[config.mk]
export PLATFORM = sky130hd
export DESIGN_NAME = uart_irq_gen
export DESIGN_NICKNAME = d
export VERILOG_FILES = /design/src/rtl/uart_irq_gen.sv
export SDC_FILE = /design/constraint.sdc
export NUM_CORES = 1
export LEC_CHECK = 0
export ABC_CLOCK_PERIOD_IN_PS = 1600
export CAP_MARGIN = 10
export CORE_MARGIN = 8
export CORE_UTILIZATION = 52
export DETAILED_ROUTE_END_ITERATION = 10
export DONT_BUFFER_PORTS = 1
export HOLD_SLACK_MARGIN = 0.15
export PLACE_DENSITY = 0.7
export SLEW_MARGIN = 30
export SYNTH_ARGS = -nofsm -noshare
export SYNTH_HDL_FRONTEND = slang
export SYNTH_SLANG_ARGS = --single-unit
[constraint.sdc]
create_clock -name clk -period 1.6 [get_ports clk]
set_clock_uncertainty 0.15 [all_clocks]
set_input_delay 0.32 -clock clk [delete_from_list [all_inputs] [get_ports clk]]
set_output_delay 0.32 -clock clk [all_outputs]
set_load 0.02 [all_outputs]
[src/rtl/uart_irq_gen.sv]
module uart_irq_gen #(
  parameter int DEPTH        = 16,
  parameter int TIMEOUT_BITS = 32,
  localparam int CW = $clog2(DEPTH + 1),
  localparam int TW = $clog2(TIMEOUT_BITS + 1),
  localparam int NS = 7
) (
  input  logic          clk,
  input  logic          rst_n,
  input  logic          fifo_en,
  input  logic          eot_mode,
  input  logic [2:0]    rx_lvl_sel,
  input  logic [2:0]    tx_lvl_sel,
  input  logic [CW-1:0] rx_count,
  input  logic [CW-1:0] tx_count,
  input  logic          bit_tick,
  input  logic          rx_edge,
  input  logic          rx_char_done,
  input  logic          rx_overrun,
  input  logic          rx_break,
  input  logic          rx_parity_err,
  input  logic          rx_frame_err,
  input  logic          tx_shift_idle,
  input  logic [NS-1:0] mask,
  input  logic          clr_we,
  input  logic [NS-1:0] clr_data,
  output logic [NS-1:0] raw_status,
  output logic [NS-1:0] masked_status,
  output logic          irq
);

  localparam int B_RX = 0, B_TX = 1, B_TO = 2, B_FE = 3, B_PE = 4, B_BK = 5, B_OE = 6;

  function automatic logic [CW-1:0] level_of(input logic [2:0] sel);
    int eighths;
    case (sel)
      3'd0:    eighths = 1;
      3'd1:    eighths = 2;
      3'd2:    eighths = 4;
      3'd3:    eighths = 6;
      default: eighths = 7;
    endcase
    return CW'(eighths * DEPTH / 8);
  endfunction

  logic [NS-1:0] raw_q;
  logic [TW-1:0] to_cnt;
  logic          idle_q;
  logic          rx_empty, rx_set, tx_set, to_set;
  logic [NS-1:0] set_v, clr_v;

  assign rx_empty = (rx_count == '0);

  assign rx_set = fifo_en ? (rx_count >= level_of(rx_lvl_sel)) : rx_char_done;

  assign tx_set = eot_mode ? (tx_count == '0 && tx_shift_idle)
                : fifo_en  ? (tx_count <= level_of(tx_lvl_sel))
                           : (tx_shift_idle && !idle_q && tx_count == '0);

  assign to_set = bit_tick && !rx_edge && !rx_empty && to_cnt == TW'(TIMEOUT_BITS - 1);

  assign set_v = {rx_overrun, rx_break, rx_parity_err, rx_frame_err, to_set, tx_set, rx_set};
  assign clr_v = (clr_we ? clr_data : '0) | (rx_empty ? NS'(1 << B_TO) : '0);

  always_ff @(posedge clk) begin
    if (!rst_n) begin
      to_cnt <= '0;
      idle_q <= 1'b0;
      raw_q  <= '0;
    end else begin
      idle_q <= tx_shift_idle;
      if (rx_edge || rx_empty)
        to_cnt <= '0;
      else if (bit_tick && to_cnt != TW'(TIMEOUT_BITS))
        to_cnt <= to_cnt + 1'b1;
      raw_q <= (raw_q & ~clr_v) | set_v;
    end
  end

  assign raw_status    = raw_q;
  assign masked_status = raw_q & mask;
  assign irq           = |masked_status;


  reset_clear_chk: assert property (@(posedge clk) !rst_n |=> raw_status == '0);


  timeout_cause_chk: assert property (@(posedge clk) disable iff (!rst_n)
    $rose(raw_status[B_TO]) |-> $past(!rx_empty && bit_tick && !rx_edge));


  timeout_empty_chk: assert property (@(posedge clk) disable iff (!rst_n)
    rx_empty |=> !raw_status[B_TO]);


  frame_set_chk: assert property (@(posedge clk) disable iff (!rst_n)
    rx_frame_err |=> raw_status[B_FE]);


  parity_hold_chk: assert property (@(posedge clk) disable iff (!rst_n)
    raw_status[B_PE] && !(clr_we && clr_data[B_PE]) |=> raw_status[B_PE]);


  overrun_win_chk: assert property (@(posedge clk) disable iff (!rst_n)
    rx_overrun && clr_we && clr_data[B_OE] |=> raw_status[B_OE]);


  eot_cause_chk: assert property (@(posedge clk) disable iff (!rst_n)
    eot_mode && $rose(raw_status[B_TX]) |-> $past(tx_count == '0 && tx_shift_idle));


  irq_mask_chk: assert property (@(posedge clk) disable iff (!rst_n)
    irq |-> (raw_status & mask) != '0);

endmodule

==> reports/qor.txt, run 1 <==
Final net count = 194
Unique masters post-synth = 29
Floorplan core area = 1520 um^2
Number of antenna cells inserted = 0
Maximum vdd drop = 0.436 mV
Via count of the first global-routing pass = 921
Row count = 14
Outcome = finished with violations
Standby leakage power = 0.533 nW
Area Growth Syn to Fin = 46.6%
Most used flip-flop cell after synthesis = sky130_fd_sc_hd__dfxtp_1
Vias per std cell = 5.64
Total Routing Usage GR = 0.159
Layout cells sized above 1 = 0.234
RR Startpoint = to_cnt[0]
Global route total overflow = 0
Height of the chip = 56.5 um
Total iterations of the first detailed-routing run = 4
Worst Max-Slew Pin Slew = 0.375 ns
Initial DRC count = 10
Period minus WS final = 2.21 ns
Buffers on Ports = 0
Critical Setup Path Class = flip-flop to primary output
Effective utilization at floorplan = 0.558
Warnings from Yosys = 0
Largest driver fanout on the critical path = 2
Async set or reset register ratio after synthesis = 0
Total area of sequential cells = 285 um^2
Crit. Startpoint = raw_status[3]
Synthesized flop and latch total = 14
Startpoint class of the critical path = flip-flop
Post-synth net total = 154
Final RePlAce weighted congestion = 0.758
Synth area leader = sky130_fd_sc_hd__dfxtp_1
Syn Std Cell Area = 851 um^2
Dominant cell by count in the synthesized netlist = sky130_fd_sc_hd__dfxtp_1
Setup ws final = -0.613 ns
Power per unit of standard cell area = 622 nW/um^2
Clk buf depth = 2
WL per Instance = 17.1 um
Proportion of synthesized chip area in sequential cells = 0.329
Cells after Synth = 103
DRT Wirelength = 2690 um
Vias after detailed routing = 886
Cell at the root of the clock tree = sky130_fd_sc_hd__clkbuf_4
Leading post-synthesis cells by cell area = sky130_fd_sc_hd__dfxtp_1, sky130_fd_sc_hd__ha_1, sky130_fd_sc_hd__and2_1
Origin of the worst min-delay path = fifo_en
First-pass GRT wire length = 4130 um
Insertion delay of the later-clocked pin in the worst-skew pair = 0.29 ns
Number of max-slew violations in the final report = 0
# clock sinks = 14
Share of the synthesized area in the top cell type = 0.329
DRC violation count after routing = 0
Type of element capturing the critical path = primary output
Io pins = 58
Number of buffers added by the clock tree synthesis step = 3
Initial antenna violation count = 0
Depth of the CTS H-tree = 1
Rel. slew slack = 0.749
Worst setup timing slack at the placement stage = -0.305 ns
Required time of the critical path = 1.13 ns
Violations in the final reports = setup timing
Maximum frequency from static timing analysis = 0.452 GHz
DP HPWL = 1900 um
Number of enable-type register cells in the synthesized netlist = 0
Fin. Hold Viols = 0
Worst Path Arrival = 1.74 ns
Count of fill cells added during filler insertion = 92
Final clock period utilization by the worst path = 1.38
Clock transition at path regs = 0.08 ns
Pin count of the biggest net entering global routing = 8
Antenna Nets Post-Route = 0
Final count of negative-setup-slack endpoints = 1
Hold Crit Class = primary input to flip-flop
Number of max-cap violations = 0
Die footprint = 3190 um^2
Area taken by multi-input logic gates = 581 um^2
TritonCTS clock tree = built
Die extent in x = 56.5 um
RSZ-0062 raised after global routing = yes
Worst hold slack = 0.162 ns
Mean cell area of the mapped netlist = 8.26 um^2
Post-synth top cells = sky130_fd_sc_hd__dfxtp_1, sky130_fd_sc_hd__nor2_1, sky130_fd_sc_hd__nand2_1
## cells in the final DEF (no fill, tap or decap)
cell	count
sky130_fd_sc_hd__dfxtp_1	10
sky130_fd_sc_hd__nand4b_1	1
sky130_fd_sc_hd__dlygate4sd3_1	20
sky130_fd_sc_hd__mux2i_1	1
sky130_fd_sc_hd__a21oi_1	6
sky130_fd_sc_hd__nand3_1	1
sky130_fd_sc_hd__or3b_4	1
sky130_fd_sc_hd__xnor2_1	2
sky130_fd_sc_hd__nor4_1	2
sky130_fd_sc_hd__a21oi_2	2
sky130_fd_sc_hd__nor3_1	1
sky130_fd_sc_hd__o31ai_1	1
sky130_fd_sc_hd__dfxtp_2	4
sky130_fd_sc_hd__and2_1	5
sky130_fd_sc_hd__buf_4	16
sky130_fd_sc_hd__nor2b_1	6
sky130_fd_sc_hd__o21bai_1	3
sky130_fd_sc_hd__a31oi_1	1
sky130_fd_sc_hd__or2_2	1
sky130_fd_sc_hd__inv_1	5
sky130_fd_sc_hd__or4_4	2
sky130_fd_sc_hd__clkbuf_4	3
sky130_fd_sc_hd__and2_4	3
sky130_fd_sc_hd__ha_1	8
sky130_fd_sc_hd__nor2_1	11
sky130_fd_sc_hd__nor4b_1	1
sky130_fd_sc_hd__nand2b_1	1
sky130_fd_sc_hd__o21ai_0	5
sky130_fd_sc_hd__nand4_1	2
sky130_fd_sc_hd__xor2_1	2
sky130_fd_sc_hd__or4_1	1
sky130_fd_sc_hd__a21boi_0	3
sky130_fd_sc_hd__nand2_1	9
sky130_fd_sc_hd__o41ai_4	1
## registers in the layout, summed over array words and instances, names as in the netlist
register	cells
to_cnt	6
raw_status	7
idle_q	1
## cell type report
cell class | instances | area share
Tap cell | 16 | 0.0160
Sequential cell | 14 | 0.229
Clock buffer | 3 | 0.0181
Timing Repair Buffer | 36 | 0.257
Multi-Input combinational cell | 83 | 0.465
Inverter | 5 | 0.0150
## worst max-delay path, cell delays in order (launching register included)
cell                      delay (ns)
sky130_fd_sc_hd__dfxtp_2        0.33
sky130_fd_sc_hd__and2_4         0.16
sky130_fd_sc_hd__or4_4          0.49
sky130_fd_sc_hd__or4_4          0.47
## repair_timing
action                                 in CTS  in global routing
gates resized for setup                     0                  7
cloned                                      0                  0
pin swaps                                   1                  0
setup endpoints to repair                   1                  4
hold buffers                               20                  0
buffers inserted                            0                  0
endpoints found under the hold margin      14                  0
## worst paths after layout
kind	to	slack, ns	cells past startpoint
hold / removal	raw_status[1]	0.16	3
hold reg to reg	to_cnt[1]	0.39	2
setup / recovery	irq	-0.61	3
setup reg to reg	to_cnt[2]	0.08	6
## report_power, final
| part | internal (mW) | switching (mW) |
|---|---|---|
| Sequential | 0.363 | 0.00688 |
| Combinational | 0.111 | 0.0913 |
| Clock | 0.0877 | 0.117 |
| Total | 0.561 | 0.215 |
## per-stage QoR
step	setup TNS [ns]	cells	cell area [um^2]	power [mW]	util
finish	-0.613	157	1250	0.776	0.819
global route	-0.665	157	1250	0.816	0.819
CTS	-0.590	157	1220	0.766	0.800
detailed placement	-0.644	134	997	0.528	0.654
global placement	-0.342	134	997	0.523	0.654
floorplan	-0.368	103	862	0.482	-
## metal layers
| layer | share of wire | vias up | global-route usage |
|---|---|---|---|
| met2 | 0.47 | 49 | 0.270 |
| li1 | - | 440 | - |
| met5 | 0 | - | 0 |
| met4 | 0.011 | 0 | 0.0515 |
| met3 | 0.14 | 3 | 0.108 |
| met1 | 0.38 | 394 | 0.150 |
## kinds of logic after synthesis
kind of cell	Yosys count	share of synthesized area
and+or+nand+nor	48	0.307
buffers and inverters	6	0.0279
AOI/OAI and AO/OA	22	0.165
adders and majority gates	8	0.118
xor gates and xnor gates	4	0.0412
DFF	14	0.329
muxes	1	0.0118
No activity file was read; power rests on OpenSTA's default activity.
==> run 2: changes to the inputs <==
--- a/config.mk
+++ b/config.mk
@@ -6,13 +6,13 @@
 export NUM_CORES = 1
 export LEC_CHECK = 0
 export ABC_CLOCK_PERIOD_IN_PS = 1600
+export BUFFER_PORTS_ARGS = -buffer_cell sky130_fd_sc_hd__buf_4
 export CAP_MARGIN = 10
 export CORE_MARGIN = 8
-export CORE_UTILIZATION = 52
+export CORE_UTILIZATION = 36
 export DETAILED_ROUTE_END_ITERATION = 10
-export DONT_BUFFER_PORTS = 1
 export HOLD_SLACK_MARGIN = 0.15
-export PLACE_DENSITY = 0.7
+export PLACE_DENSITY = 0.74
 export SLEW_MARGIN = 30
 export SYNTH_ARGS = -nofsm -noshare
 export SYNTH_HDL_FRONTEND = slang
==> constraint.sdc (replaced) <==
create_clock -name clk -period 1.6 [get_ports clk]
set_clock_uncertainty 0.15 [all_clocks]
set_input_delay 0.08 -clock clk [delete_from_list [all_inputs] [get_ports clk]]
set_output_delay 0.08 -clock clk [all_outputs]
set_load 0.02 [all_outputs]
==> run 2 against run 1 <==
  * The flow still finishes with violations (setup timing)
  * Worst setup slack better by 0.17 ns
  * Largest cell class is now buffers
  * Design area increased by 42%
  * Highest routed layer unchanged
  * Die area grew 31%
  * Critical path depth increased by 1
  * Total power rose by 24%
  * Critical endpoint unchanged
  * Via count grew 29%
  * Clock power grew 25%
  * Register-to-register slack lost 0.05 ns
  * Final cell count is 46% higher
==> reports/qor.txt, run 2 (synthesized netlist as in run 1, its figures left out) <==
Outcome = finished with violations
Violations in the final reports = setup timing
Met2 WL post-DR = 1760 um
DP Area = 1370 um^2
Routed length on met3 = 245 um
Number of buffers added by the clock tree synthesis step = 3
DRT Wirelength = 3360 um
Row count = 17
Clk buf depth = 2
Largest driver fanout on the critical path = 2
Maximum frequency from static timing analysis = 0.489 GHz
Power per unit of standard cell area = 544 nW/um^2
First-pass GRT wire length = 5310 um
Die extent in x = 64.6 um
Floorplan core area = 2230 um^2
Flip-flop count of the largest register, all copies and words added = 7
RSZ-0062 raised after global routing = yes
Cell at the root of the clock tree = sky130_fd_sc_hd__clkbuf_4
DP HPWL = 2350 um
Via count of the first global-routing pass = 1234
Final clock period utilization by the worst path = 1.28
Worst Max-Slew Pin Slew = 0.338 ns
Maximum vdd drop = 0.347 mV
M1 wire length = 1250 um
Final RePlAce weighted congestion = 0.836
Area Growth Syn to Fin = 107%
Setup ws final = -0.443 ns
Highest cell delay on the worst timing path = 0.51 ns
Area of all placed cells without fillers = 1770 um^2
CP max stage cell = sky130_fd_sc_hd__or4_4
Total iterations of the first detailed-routing run = 4
Total Routing Usage GR = 0.156
Insertion delay of the later-clocked pin in the worst-skew pair = 0.28 ns
Worst Path Arrival = 1.81 ns
Hold Crit Class = primary input to flip-flop
Post-Layout Cell Count = 229
Number of max-cap violations = 0
Startpoint class of the critical path = flip-flop
Most common cell after layout, fill and taps aside = sky130_fd_sc_hd__buf_4
Pin count of the biggest net entering global routing = 9
Vias per std cell = 5.00
Type of element capturing the critical path = primary output
Initial DRC count = 26
Final count of negative-setup-slack endpoints = 1
Most used cell along the critical path = sky130_fd_sc_hd__or4_4
Clock transition at path regs = 0.09 ns
Highest Signal Layer = met4
Design Power = 0.960 mW
Critical Setup Path Class = flip-flop to primary output
Height of the chip = 64.6 um
Standby leakage power = 0.827 nW
Cell breakdown of the critical path = and2_4, or4_4, or4_4, buf_6
Effective utilization at floorplan = 0.381
Vias after detailed routing = 1145
Required time of the critical path = 1.37 ns
WL per Instance = 14.7 um
Io pins = 58
Number of max-slew violations in the final report = 0
Final net count = 253
TritonCTS clock tree = built
Period minus WS final = 2.04 ns
Final core utilization = 0.790
# clock sinks = 14
DRC violation count after routing = 0
Layout cells sized above 1 = 0.418
Initial antenna violation count = 0
Number of antenna cells inserted = 0
Die footprint = 4180 um^2
Rel. slew slack = 0.773
Final TNS setup = -0.443 ns
Global route total overflow = 0
Most used cells in the layout excluding fill and tap cells = sky130_fd_sc_hd__buf_4, sky130_fd_sc_hd__dlygate4sd3_1, sky130_fd_sc_hd__nor2_1, sky130_fd_sc_hd__dfxtp_1, sky130_fd_sc_hd__nand2_1
Number of cells after detailed placement = 194
Antenna Nets Post-Route = 0
Depth of the CTS H-tree = 1
Fin. Hold Viols = 0
Buffers on Ports = 57
## run 2: cell count changes in the layout (fill, tap and decap cells not counted), moves of 2 or more
cell                            delta
sky130_fd_sc_hd__buf_4            +47
sky130_fd_sc_hd__dlygate4sd3_1    +10
sky130_fd_sc_hd__o21ai_0           -2
sky130_fd_sc_hd__o21ai_1           +2
## run 2: worst paths after layout
kind	end	cells past startpoint	slack [ns]	from
setup reg to reg	to_cnt[0]	7	0.03	to_cnt[0]
hold reg to reg	to_cnt[0]	3	0.40	to_cnt[0]
hold / removal	raw_status[0]	3	0.12	fifo_en
setup / recovery	irq	4	-0.44	raw_status[2]
## run 2: layout make-up
cell class / count / area [um^2]
clock buffers: 4 / 36.3
fillers: 150 / 468
well taps: 28 / 35.0
inverters: 5 / 18.8
repair buffers: 95 / 797
flip-flops and latches: 14 / 284
multi-input cells: 83 / 594
## run 2: metal layers
| metal | vias to the layer above | global-route usage |
|---|---|---|
| li1 | 558 | - |
| met1 | 514 | 0.157 |
| met2 | 63 | 0.283 |
| met3 | 10 | 0.0412 |
| met4 | 0 | 0.0899 |
| met5 | - | 0 |
## run 2: where the power goes
group	internal, mW	switching, mW
sequential	0.363	0.00796
clock	0.138	0.116
combinational	0.208	0.128
total	0.709	0.251
## run 2: critical path, delay by kind of cell (launching register included)
| family | cells | cell delay, ns |
|---|---|---|
| and+or+nand+nor | 3 | 1.06 |
| DFF | 1 | 0.32 |
| buffers and inverters | 1 | 0.15 |
## run 2: what timing repair did
item / CTS / global route
buffers inserted: 0 / 1
resized for setup: 2 / 11
endpoints found under the setup margin: 1 / 6
pin swaps: 1 / 5
hold buffers: 32 / 1
endpoints found under the hold margin: 14 / 1
## run 2: per-stage QoR
stage | hold slack [ns] | worst slack [ns]
floorplan | 0.0517 | -0.128
global route | 0.172 | -0.483
finish | 0.116 | -0.443
detailed placement | 0.155 | -0.180
CTS | 0.197 | -0.458
global placement | 0.145 | -0.155
